## src/rtl/nand_fe_pkg.sv

```systemverilog
package nand_fe_pkg;
    localparam int BYTE_W     = 8;
    localparam int ADDR_BYTES = 3;
    localparam int COL_W      = 10;
    localparam int CNT_W      = $clog2(ADDR_BYTES + 1);

    localparam logic [BYTE_W-1:0] CMD_PTR_LO   = 8'h00;
    localparam logic [BYTE_W-1:0] CMD_PTR_HI   = 8'h01;
    localparam logic [BYTE_W-1:0] CMD_PTR_SP   = 8'h50;
    localparam logic [BYTE_W-1:0] CMD_PRG_SET  = 8'h80;
    localparam logic [BYTE_W-1:0] CMD_PRG_GO   = 8'h10;
    localparam logic [BYTE_W-1:0] CMD_ERS_SET  = 8'h60;
    localparam logic [BYTE_W-1:0] CMD_ERS_GO   = 8'hD0;
    localparam logic [BYTE_W-1:0] CMD_IDENT    = 8'h90;
    localparam logic [BYTE_W-1:0] ID_MAKER     = 8'hEC;
    localparam logic [BYTE_W-1:0] ID_DEVICE    = 8'hE3;

    typedef enum logic [1:0] {AREA_LO = 2'd0, AREA_HI = 2'd1, AREA_SP = 2'd2} area_t;
    typedef enum logic [2:0] {OP_NONE = 3'd0, OP_READ = 3'd1, OP_PROG = 3'd2,
                              OP_ERASE = 3'd3, OP_IDENT = 3'd4} op_t;
    typedef enum logic [2:0] {PH_IDLE, PH_RD_ADDR, PH_PG_ADDR, PH_PG_DATA,
                              PH_ER_ADDR, PH_ID_ADDR, PH_ID_OUT} phase_t;

    function automatic logic cmd_known(input logic [BYTE_W-1:0] c);
        return (c == CMD_PTR_LO) || (c == CMD_PTR_HI) || (c == CMD_PTR_SP) ||
               (c == CMD_PRG_SET) || (c == CMD_PRG_GO) || (c == CMD_ERS_SET) ||
               (c == CMD_ERS_GO) || (c == CMD_IDENT);
    endfunction
endpackage

```

## src/rtl/nand_strobe_edge.sv

```systemverilog
module nand_strobe_edge (
    input  logic clk,
    input  logic rst,
    input  logic strobe_n,
    output logic rise
);
    logic prev_q;
    always_ff @(posedge clk) begin
        if (rst) prev_q <= 1'b1;
        else     prev_q <= strobe_n;
    end
    assign rise = strobe_n & ~prev_q;
endmodule

```

## src/rtl/nand_col_calc.sv

```systemverilog
module nand_col_calc
    import nand_fe_pkg::*;
(
    input  logic              clk,
    input  logic              rst,
    input  area_t             area,
    input  logic [BYTE_W-1:0] first_byte,
    output logic [COL_W-1:0]  col
);
    localparam int HALF = 1 << BYTE_W;
    always_comb begin
        unique case (area)
            AREA_HI: col = COL_W'(HALF) + COL_W'(first_byte);
            AREA_SP: col = COL_W'(2 * HALF) + COL_W'(first_byte[3:0]);
            default: col = COL_W'(first_byte);
        endcase
    end

    // spare-region column stays inside the 16 spare columns
    a_r4_spare_window: assert property (@(posedge clk) disable iff (rst)
        (area == AREA_SP) |-> (col >= COL_W'(2 * HALF) && col < COL_W'(2 * HALF + 16)));
endmodule

```

## src/rtl/nand_cmd_fsm.sv

```systemverilog
module nand_cmd_fsm
    import nand_fe_pkg::*;
(
    input  logic                             clk,
    input  logic                             rst,
    input  logic [BYTE_W-1:0]                io_in,
    input  logic                             cle,
    input  logic                             ale,
    input  logic                             we_rise,
    input  logic                             re_rise,
    output logic                             op_done,
    output op_t                              op_code,
    output logic [ADDR_BYTES-1:0][BYTE_W-1:0] addr,
    output area_t                            area,
    output logic                             data_load,
    output logic                             id_active,
    output logic [BYTE_W-1:0]                id_out
);
    phase_t     phase_q;
    logic [CNT_W-1:0] cnt_q;
    logic [1:0] idx_q;

    wire is_cmd  = we_rise &  cle & ~ale;
    wire is_addr = we_rise & ~cle &  ale;
    wire is_data = we_rise & ~cle & ~ale;
    localparam logic [CNT_W-1:0] LAST = CNT_W'(ADDR_BYTES - 1);
    localparam logic [CNT_W-1:0] ROWS = CNT_W'(ADDR_BYTES - 1);

    always_ff @(posedge clk) begin
        if (rst) begin
            phase_q   <= PH_IDLE;
            cnt_q     <= '0;
            idx_q     <= '0;
            addr      <= '0;
            area      <= AREA_LO;
            op_code   <= OP_NONE;
            op_done   <= 1'b0;
            data_load <= 1'b0;
        end else begin
            op_done   <= 1'b0;
            data_load <= 1'b0;
            if (is_cmd) begin
                cnt_q <= '0;
                if (io_in == CMD_PTR_LO || io_in == CMD_PTR_HI || io_in == CMD_PTR_SP) begin
                    phase_q <= PH_RD_ADDR;
                    area    <= (io_in == CMD_PTR_LO) ? AREA_LO :
                               (io_in == CMD_PTR_HI) ? AREA_HI : AREA_SP;
                end else if (io_in == CMD_PRG_SET) begin
                    phase_q <= PH_PG_ADDR;
                end else if (io_in == CMD_ERS_SET) begin
                    phase_q <= PH_ER_ADDR;
                end else if (io_in == CMD_IDENT) begin
                    phase_q <= PH_ID_ADDR;
                end else if (io_in == CMD_PRG_GO && phase_q == PH_PG_DATA) begin
                    phase_q <= PH_IDLE;
                    op_code <= OP_PROG;
                    op_done <= 1'b1;
                end else if (io_in == CMD_ERS_GO && phase_q == PH_ER_ADDR && cnt_q == ROWS) begin
                    phase_q <= PH_IDLE;
                    op_code <= OP_ERASE;
                    op_done <= 1'b1;
                end else begin
                    phase_q <= PH_IDLE;
                    addr    <= '0;
                end
            end else if (is_addr) begin
                unique case (phase_q)
                    PH_RD_ADDR, PH_PG_ADDR: begin
                        addr[cnt_q] <= io_in;
                        cnt_q       <= cnt_q + 1'b1;
                        if (cnt_q == LAST) begin
                            cnt_q <= '0;
                            if (phase_q == PH_RD_ADDR) begin
                                phase_q <= PH_IDLE;
                                op_code <= OP_READ;
                                op_done <= 1'b1;
                            end else begin
                                phase_q <= PH_PG_DATA;
                            end
                        end
                    end
                    PH_ER_ADDR: begin
                        if (cnt_q != ROWS) begin
                            addr[cnt_q + 1'b1] <= io_in;
                            cnt_q              <= cnt_q + 1'b1;
                        end
                    end
                    PH_ID_ADDR: begin
                        if (io_in == '0) begin
                            phase_q <= PH_ID_OUT;
                            idx_q   <= '0;
                            op_code <= OP_IDENT;
                            op_done <= 1'b1;
                        end else begin
                            phase_q <= PH_IDLE;
                        end
                    end
                    default: ;
                endcase
            end else if (is_data) begin
                if (phase_q == PH_PG_DATA) data_load <= 1'b1;
            end
            if (re_rise && phase_q == PH_ID_OUT && idx_q != 2'd2)
                idx_q <= idx_q + 1'b1;
        end
    end

    assign id_active = (phase_q == PH_ID_OUT);
    always_comb begin
        id_out = '0;
        if (id_active) begin
            if (idx_q == 2'd0)      id_out = ID_MAKER;
            else if (idx_q == 2'd1) id_out = ID_DEVICE;
        end
    end

    // both latch enables high leaves phase and pointer untouched
    a_r11_both_high_ignored: assert property (@(posedge clk) disable iff (rst)
        (we_rise && cle && ale) |=> ($stable(phase_q) && $stable(area) && $stable(addr)));
    // unknown command clears the address and keeps the pointer
    a_r10_unknown_clears: assert property (@(posedge clk) disable iff (rst)
        (is_cmd && !cmd_known(io_in)) |=> (addr == '0 && $stable(area) && phase_q == PH_IDLE));
    // completion only follows a write edge
    a_r1_done_after_edge: assert property (@(posedge clk) disable iff (rst)
        op_done |-> $past(we_rise));
    // identification byte is zero outside ID mode
    a_r6_id_quiet: assert property (@(posedge clk) disable iff (rst)
        !id_active |-> id_out == '0);
    // state right after reset
    a_r5_reset_state: assert property (@(posedge clk)
        $past(rst) |-> (area == AREA_LO && op_code == OP_NONE && !op_done && !id_active));
endmodule

```

## src/rtl/nand_cmd_front.sv

```systemverilog
module nand_cmd_front
    import nand_fe_pkg::*;
(
    input  logic        clk,
    input  logic        rst,
    input  logic [7:0]  io_in,
    input  logic        cle,
    input  logic        ale,
    input  logic        we_n,
    input  logic        re_n,
    output logic        op_done,
    output logic [2:0]  op_code,
    output logic [23:0] addr_out,
    output logic [9:0]  start_col,
    output logic [1:0]  area,
    output logic        data_load,
    output logic        id_active,
    output logic [7:0]  id_out
);
    logic we_rise, re_rise;
    op_t   op_q;
    area_t area_q;
    logic [ADDR_BYTES-1:0][BYTE_W-1:0] addr_q;

    nand_strobe_edge u_we (.clk(clk), .rst(rst), .strobe_n(we_n), .rise(we_rise));
    nand_strobe_edge u_re (.clk(clk), .rst(rst), .strobe_n(re_n), .rise(re_rise));

    nand_cmd_fsm u_fsm (
        .clk(clk), .rst(rst), .io_in(io_in), .cle(cle), .ale(ale),
        .we_rise(we_rise), .re_rise(re_rise), .op_done(op_done), .op_code(op_q),
        .addr(addr_q), .area(area_q), .data_load(data_load),
        .id_active(id_active), .id_out(id_out)
    );

    nand_col_calc u_col (
        .clk(clk), .rst(rst), .area(area_q), .first_byte(addr_q[0]), .col(start_col)
    );

    assign op_code  = op_q;
    assign area     = area_q;
    assign addr_out = addr_q;
endmodule

```

## config.mk

```make
export PLATFORM = sky130hd
export DESIGN_NAME = nand_cmd_front
export DESIGN_NICKNAME = d
export VERILOG_FILES = /design/src/rtl/nand_fe_pkg.sv /design/src/rtl/nand_strobe_edge.sv /design/src/rtl/nand_col_calc.sv /design/src/rtl/nand_cmd_fsm.sv /design/src/rtl/nand_cmd_front.sv
export SDC_FILE = /design/constraint.sdc
export NUM_CORES = 1
export LEC_CHECK = 0
export BUFFER_PORTS_ARGS = -buffer_cell sky130_fd_sc_hd__buf_2
export CAP_MARGIN = 20
export CORE_MARGIN = 1.5
export CORE_UTILIZATION = 51
export DETAILED_ROUTE_END_ITERATION = 8
export PLACE_DENSITY_LB_ADDON = 0.12
export SLEW_MARGIN = 0
export SYNTH_ARGS = -nofsm -noshare
export SYNTH_HDL_FRONTEND = slang
export SYNTH_HIERARCHICAL = 1
export SYNTH_SLANG_ARGS = --single-unit
```

## constraint.sdc

```tcl
create_clock -name clk -period 2.1 [get_ports clk]
set_input_delay 0.105 -clock clk [delete_from_list [all_inputs] [get_ports clk]]
set_output_delay 0.105 -clock clk [all_outputs]
set_load 0.01 [all_outputs]
```

# After elaboration in Yosys (flattened, before gate mapping)
# Cells that the tools add are included.
op_classes:
  add_sub_neg: 4
  n_reduce_logical: 27
  mux: 65
  n_bitwise: 12
  eq_ne: 32
  magnitude_cmp: 4
ops:
  columns: ["cell", "count"]
  rows:
  - ["$mux 24", 9]
  - ["$mux 3", 19]
  - ["$bwmux 24", 2]
  - ["$pmux 24 s2", 1]
  - ["$mux 8", 5]
  - ["$demux 8 s2", 2]
  - ["$eq 8x8->1 const B", 3]
  - ["$mux 2", 10]
  - ["$ne 2x2->1 const B", 10]
  - ["$pmux 10 s2", 1]
  - ["$eq 8x7->1 const B", 2]
  - ["$mux 1", 12]
  - ["$pmux 3 s2", 2]
  - ["$add 10x4->10 const A", 1]
  - ["$add 9x8->10 const A", 1]
  - ["$reduce_and 10->1", 1]
  - ["$reduce_bool 2->1", 5]
  - ["$eq 3x3->1 const B", 3]
  - ["$ne 3x1->1 const B", 3]
  - ["$reduce_and 9->1", 1]
  - ["$eq 8x1->1 const B", 1]
  - ["$eq 8x5->1 const B", 1]
  - ["$logic_not 8->1", 1]
  - ["$and 1x1->1", 7]
  - ["other kinds (21)", 41]
totals:
  output_inout_bits: 50
  register_bits: 40
  wordCells: 156
  inputBits: 14

# Depth between registers and ports, before layout
logic_depth:
  ltp_word: 10
  mapped_depth: 7
  depth_no_buf: 6

# Hierarchy
# Netlist, hierarchy kept.
by_module_without_submodules:
  columns: ["mod", "seq_area_each_um2", "cells_each", "area_per_inst_um2", "n_inst"]
  rows:
  - ["nand_cmd_fsm", 760.7, 224, 2001.9, 1]
  - ["nand_col_calc", 0.0, 13, 105.1, 1]
  - ["nand_strobe_edge", 20.0, 3, 32.5, 2]

# Least setup slack after synthesis
# OpenSTA, ideal clock, no wires.
synth_path:
  kind: "register to register"
  start: "register u_fsm.phase_q[0]"
  end: "register u_fsm/addr[10] (netlist bit)"
  required_ns: 2.040
  arrival_time_ns: 1.737
  n_path_buf: 1
  stages_incl_launch_ff: 7
  setup_time_ns: 0.060
  slack_ns: 0.303
  period_less_slack_ns: 1.797
  cell_sequence: "dfxtp_1 -> buf_2 -> or3b_4 -> nor3_2 -> o21ai_2 -> a221oi_4 -> a22o_1"
synth_via:
  elab_chain_len: 5
  word_cells_on_any_way: 16
  cone_classes: "eq/ne (7); mux (3); reduce/logical (6)"
synth_lines:
  columns: ["element", "line", "source"]
  rows:
  - ["from (decl)", "nand_cmd_fsm.sv:19", "phase_t phase_q;"]
  - ["from (signal assigned)", "nand_cmd_fsm.sv:31", "phase_q <= PH_IDLE;"]
  - ["from (signal assigned)", "nand_cmd_fsm.sv:45", "phase_q <= PH_RD_ADDR;"]
  - ["from (signal assigned)", "nand_cmd_fsm.sv:49", "phase_q <= PH_PG_ADDR;"]
  - ["$eq 3x2->1, or another cell as far along", "nand_cmd_fsm.sv:67", "unique case (phase_q)"]
  - ["$reduce_or 2->1 / $logic_and 1x1->1 (equally long branches)", "nand_cmd_fsm.sv:67, nand_cmd_fsm.sv:58", null]
  - ["$pmux 24 s2 / $logic_and 1x1->1 (equally long branches)", "nand_cmd_fsm.sv:67, nand_cmd_fsm.sv:58", null]
  - ["$mux 24 / $ne 2x2->1 (equally long branches)", null, null]
  - ["$mux 24 / $reduce_and 9->1 (equally long branches)", null, null]
  - ["to (signal, indexed assignment)", "nand_cmd_fsm.sv:69", "addr[cnt_q] <= io_in;"]
  - ["to (signal, indexed assignment)", "nand_cmd_fsm.sv:84", "addr[cnt_q + 1'b1] <= io_in;"]
  - ["to (decl)", "nand_cmd_fsm.sv:13", "output logic [ADDR_BYTES-1:0][BYTE_W-1:0] addr,"]
# Parallel ways exist; a longest one is shown, timed or not. The select of a mux whose other input is x is not followed.
# A chain may end at the register's enable or synchronous reset.

# Final worst setup path
layout_path:
  start: "register u_fsm.phase_q[2]"
  end: "register u_fsm/addr[11] (netlist bit)"
# Same word-level chain as after synthesis.

==> implementation parameters <==
Parameter                              Value

Outcome
  Result of the run    finished clean

Setup path
  Family of cells with the greatest summed delay on the critical path    compound AO/OA/AOI/OAI gates
  Logic depth of the worst register-to-register path    5
  Number of logic stages on the critical path including buffering    5
  Setup CP Type    reg -> reg
  Highest net fanout along the worst path    9
  R2R Setup Slk    roughly 110 ps
  Startpoint type of the worst setup path    register
  Slowest cell on crit path    sky130_fd_sc_hd__dfxtp_1
  Reg2reg start    u_fsm/phase_q[2]$_SDFFE_PP0P_
  CP arrival    about 2200 ps
  Max stage delay on crit path    470 ps
  Required @ worst endpoint    2340 ps
  Worst path cell trace    or3b_4, nor3_2, o21ai_2, a221oi_4, a22o_1
  Capturing element type of the critical path    register
  Endpoint of the most critical register-to-register path    u_fsm/addr[11]$_SDFFE_PP0P_
  Count of buffer and inverter cells on the critical path    0

Timing
  Slew Viols, Final    0
  Hold Violations, Final    0
  RSZ-0062 raised after global routing    false
  Slew of the pin with the lowest slew margin    500.7 ps
  Max Freq    0.5019 GHz
  Post-route clock period utilization    94.88%
  Clock period minus worst slack    about 2000 ps
  Slew Limit Headroom    approximately 67%
  Setup TNS Final    0 ps
  Final setup violation count    0
  Layout Skew    between 8 and 9 ps

Floorplanning
  Ports placed on the boundary    64
  Standard-cell row count    23
  Placeable core region    roughly 4100 µm²
  Horizontal die dimension    between 60 and 70 µm
  Overall die area    4659 µm²
  Initial standard-cell utilization of the core    a little over half
  Die Height    68.26 µm

GRT
  Vias in the first global route    1709
  Number of antenna violations at the first check in global routing    0
  Wire length of the first global-routing pass    8073 µm
  Overall track demand over capacity in global routing    a little under a quarter
  Aggregate global routing overflow    0
  Pin count of the biggest net entering global routing    17

Synth
  Ranking of synthesized cells by area    sky130_fd_sc_hd__dfxtp_1 (37%), sky130_fd_sc_hd__a22o_1 (6.9%), sky130_fd_sc_hd__mux2i_1 (4.1%)
  Number of nets produced by synthesis    263
  Number of enable-type register cells in the synthesized netlist    0
  Count of warnings emitted by yosys    6
  Leading area contributor after synthesis    sky130_fd_sc_hd__dfxtp_1
  Post-Synthesis Mean Instance Area    8.939 µm²
  Yosys top cell area share    36.87%
  Number of standard cells after synthesis    ~240
  Flip-flop cell with the highest count after synthesis    sky130_fd_sc_hd__dfxtp_1
  Async set-or-reset flop fraction in the synthesized netlist    0%
  Synthesized cell area    roughly 2200 µm²
  Count of distinct cell types in the synthesized netlist    56
  Sequential fraction of the synthesis area    36.87%
  #FFs+latches synth    40

Power and ir drop
  Leakage    0.001158 µW
  Total power density per cell area    583.4 nW/µm²
  Peak ir drop on the vdd network    0.3591 mV

Hold path
  Terminating pin of the worst hold path    u_fsm/data_load$_SDFF_PP0_
  Number of stages on the worst hold path    2
  Hold Crit Start    ale
  Tightest Hold Check Type    in -> reg

Clocking
  CTS tree    yes
  CTS sink count    40
  Clock transition at the registers of the reported paths    80 ps
  # Post-CTS Setup Buffers    0
  Clk root buf    sky130_fd_sc_hd__clkbuf_8
  Clock Tree Buf Depth    2
  Skew-Pair Late Insertion Delay    300 ps
  H-tree depth reported by CTS    2
  CTS Buf Count    5

Flow run
  Number of max-cap violations    0

Placement
  Port Buffer Count    62
  Number of placed cells counting well taps    342
  Final estimated routing congestion in global placement    0.8106
  Sum of net half-perimeters after detailed placement    3604 µm
  Placed inst area    2487 µm²

Detailed routing
  Top routing layer in use    met4
  WL final    about 5100 µm
  Sum of routed wire segments on met1    2375 µm
  Vias    approximately 2000
  Antenna Violating Nets Remaining    0
  Iteration count of the initial detailed-routing pass    4
  Met2 Wirelength    2263 µm
  Final routed wire length divided by cell count    14.40 µm
  Post-detailed-route via-to-cell ratio    5.625
  Total DRC errors in the routed layout    0
  Number of violations reported at the end of detailed-routing iteration 0    171
  Met3 wire len    337 µm

Final layout
  Nets@finish    321
  Fraction of layout cells with a size suffix above 1    30.46%
  Growth of design area from synthesis to finish    21.43%
  Diodes inserted    0
  Layout Cells excl Fill    352
  Final Cell Area    roughly 2600 µm²
## cell usage in the layout, fill, tap and decap left out, types with 3 or more instances in the layout
cell type	count
sky130_fd_sc_hd__inv_1	10
sky130_fd_sc_hd__and2_1	3
sky130_fd_sc_hd__nor3_1	4
sky130_fd_sc_hd__nand2b_1	4
sky130_fd_sc_hd__and3b_1	3
sky130_fd_sc_hd__nand3b_1	4
sky130_fd_sc_hd__nand3_1	17
sky130_fd_sc_hd__dfxtp_1	39
sky130_fd_sc_hd__clkbuf_8	5
sky130_fd_sc_hd__o21ai_0	5
sky130_fd_sc_hd__buf_2	62
sky130_fd_sc_hd__a22o_1	17
sky130_fd_sc_hd__a21oi_1	13
sky130_fd_sc_hd__nor4_1	3
sky130_fd_sc_hd__mux2i_1	9
sky130_fd_sc_hd__o21a_1	6
sky130_fd_sc_hd__nor2_1	13
sky130_fd_sc_hd__nand2_1	17
sky130_fd_sc_hd__ha_1	6
sky130_fd_sc_hd__buf_4	10
## cell type report
cell class,instances,area [µm²]
Fill cell,359,1420
Multi-Input combinational cell,170,1215
Sequential cell,40,802.0
Timing Repair Buffer,74,405.4
Clock buffer,5,68.82
Tap cell,50,62.56
Clock inverter,3,46.29
Inverter,10,37.54
## cell families (layout without fill, tap and decap cells)
logic type	count (synthesis)	count (layout)	share of synthesized area (%)
other	1	1	0.1726
buffers and inverters	33	92	7.834
AOI/OAI and AO/OA	62	62	21.95
DFF	40	40	36.87
muxes	9	9	4.148
and+or+nand+nor	90	90	24.77
xor gates and xnor gates	2	2	0.8066
adders and majority gates	6	6	3.456
## stage by stage
stage / total power (µW) / hold WS, ps / setup slack, ps / utilization (%)
floorplan: 861.1 / 183.1 / 303.3 / -
global placement: 901.1 / 293.3 / 159.2 / 61.30
detailed placement: 901.1 / 303.9 / 165.3 / 61.30
CTS: 1555 / 3.278 / 82.88 / 64.63
global route: 1596 / 17.62 / 13.15 / 65.00
finish: 1539 / 16.59 / 107.6 / 65.00
## timing repair
action,CTS,global route
endpoints found under the hold margin,2,0
resized for setup,0,3
setup endpoints to repair,0,22
hold buffers,2,0
## Yosys cell counts (3+ instances only)
| library cell | number |
|---|---|
| sky130_fd_sc_hd__mux2i_1 | 9 |
| sky130_fd_sc_hd__nor4_1 | 3 |
| sky130_fd_sc_hd__o21ai_0 | 5 |
| sky130_fd_sc_hd__nor2_1 | 13 |
| sky130_fd_sc_hd__nand3b_1 | 4 |
| sky130_fd_sc_hd__buf_4 | 9 |
| sky130_fd_sc_hd__and2_1 | 3 |
| sky130_fd_sc_hd__a22o_1 | 17 |
| sky130_fd_sc_hd__dfxtp_1 | 40 |
| sky130_fd_sc_hd__buf_2 | 4 |
| sky130_fd_sc_hd__inv_1 | 10 |
| sky130_fd_sc_hd__nand3_1 | 17 |
| sky130_fd_sc_hd__nand2_1 | 17 |
| sky130_fd_sc_hd__nand2b_1 | 4 |
| sky130_fd_sc_hd__ha_1 | 6 |
| sky130_fd_sc_hd__and3b_1 | 3 |
| sky130_fd_sc_hd__o21a_1 | 6 |
| sky130_fd_sc_hd__clkbuf_1 | 8 |
| sky130_fd_sc_hd__nor3_1 | 4 |
| sky130_fd_sc_hd__a21oi_1 | 13 |
## worst max-delay path by stage
stage | endpoint | start | slack, ps
CTS | u_fsm/addr[11]$_SDFFE_PP0P_ | we_n | 80
global placement | u_fsm/addr[17]$_SDFFE_PP0P_ | u_fsm/phase_q[2]$_SDFFE_PP0P_ | 160
finish | u_fsm/addr[11]$_SDFFE_PP0P_ | u_fsm/phase_q[2]$_SDFFE_PP0P_ | 110
floorplan | u_fsm/addr[10]$_SDFFE_PP0P_ | u_fsm/phase_q[0]$_SDFFE_PP0P_ | 300
global route | u_fsm/op_code[0]$_SDFFE_PP0P_ | u_fsm/phase_q[1]$_SDFFE_PP0P_ | 10
detailed placement | u_fsm/addr[20]$_SDFFE_PP0P_ | u_fsm/phase_q[2]$_SDFFE_PP0P_ | 170
## report_power, final
| group | switching, µW | internal (µW) | total (µW) | leakage (µW) |
|---|---|---|---|---|
| Sequential | 5.40 | 763 | 769 | 0.000323 |
| Clock | 291 | 358 | 649 | 0.0000548 |
| Combinational | 74.1 | 46.6 | 121 | 0.000780 |
| Total | 371 | 1170 | 1540 | 0.00116 |
## state kept, by name, summed over array words and instances (netlist names)
name	cells
u_fsm/addr	24
u_fsm/op_code	3
u_fsm/phase_q	3
u_fsm/area	2
u_fsm/cnt_q	2
u_fsm/idx_q	2
u_fsm/data_load	1
u_fsm/op_done	1
u_re/prev_q	1
u_we/prev_q	1
## metal layers
metal  up-vias  track usage [%]
met5         -                0
met4         0            8.000
met3        11            5.099
met2        73            35.68
met1       908            32.12
li1        988                -
Power figures use the tool's default switching activity.
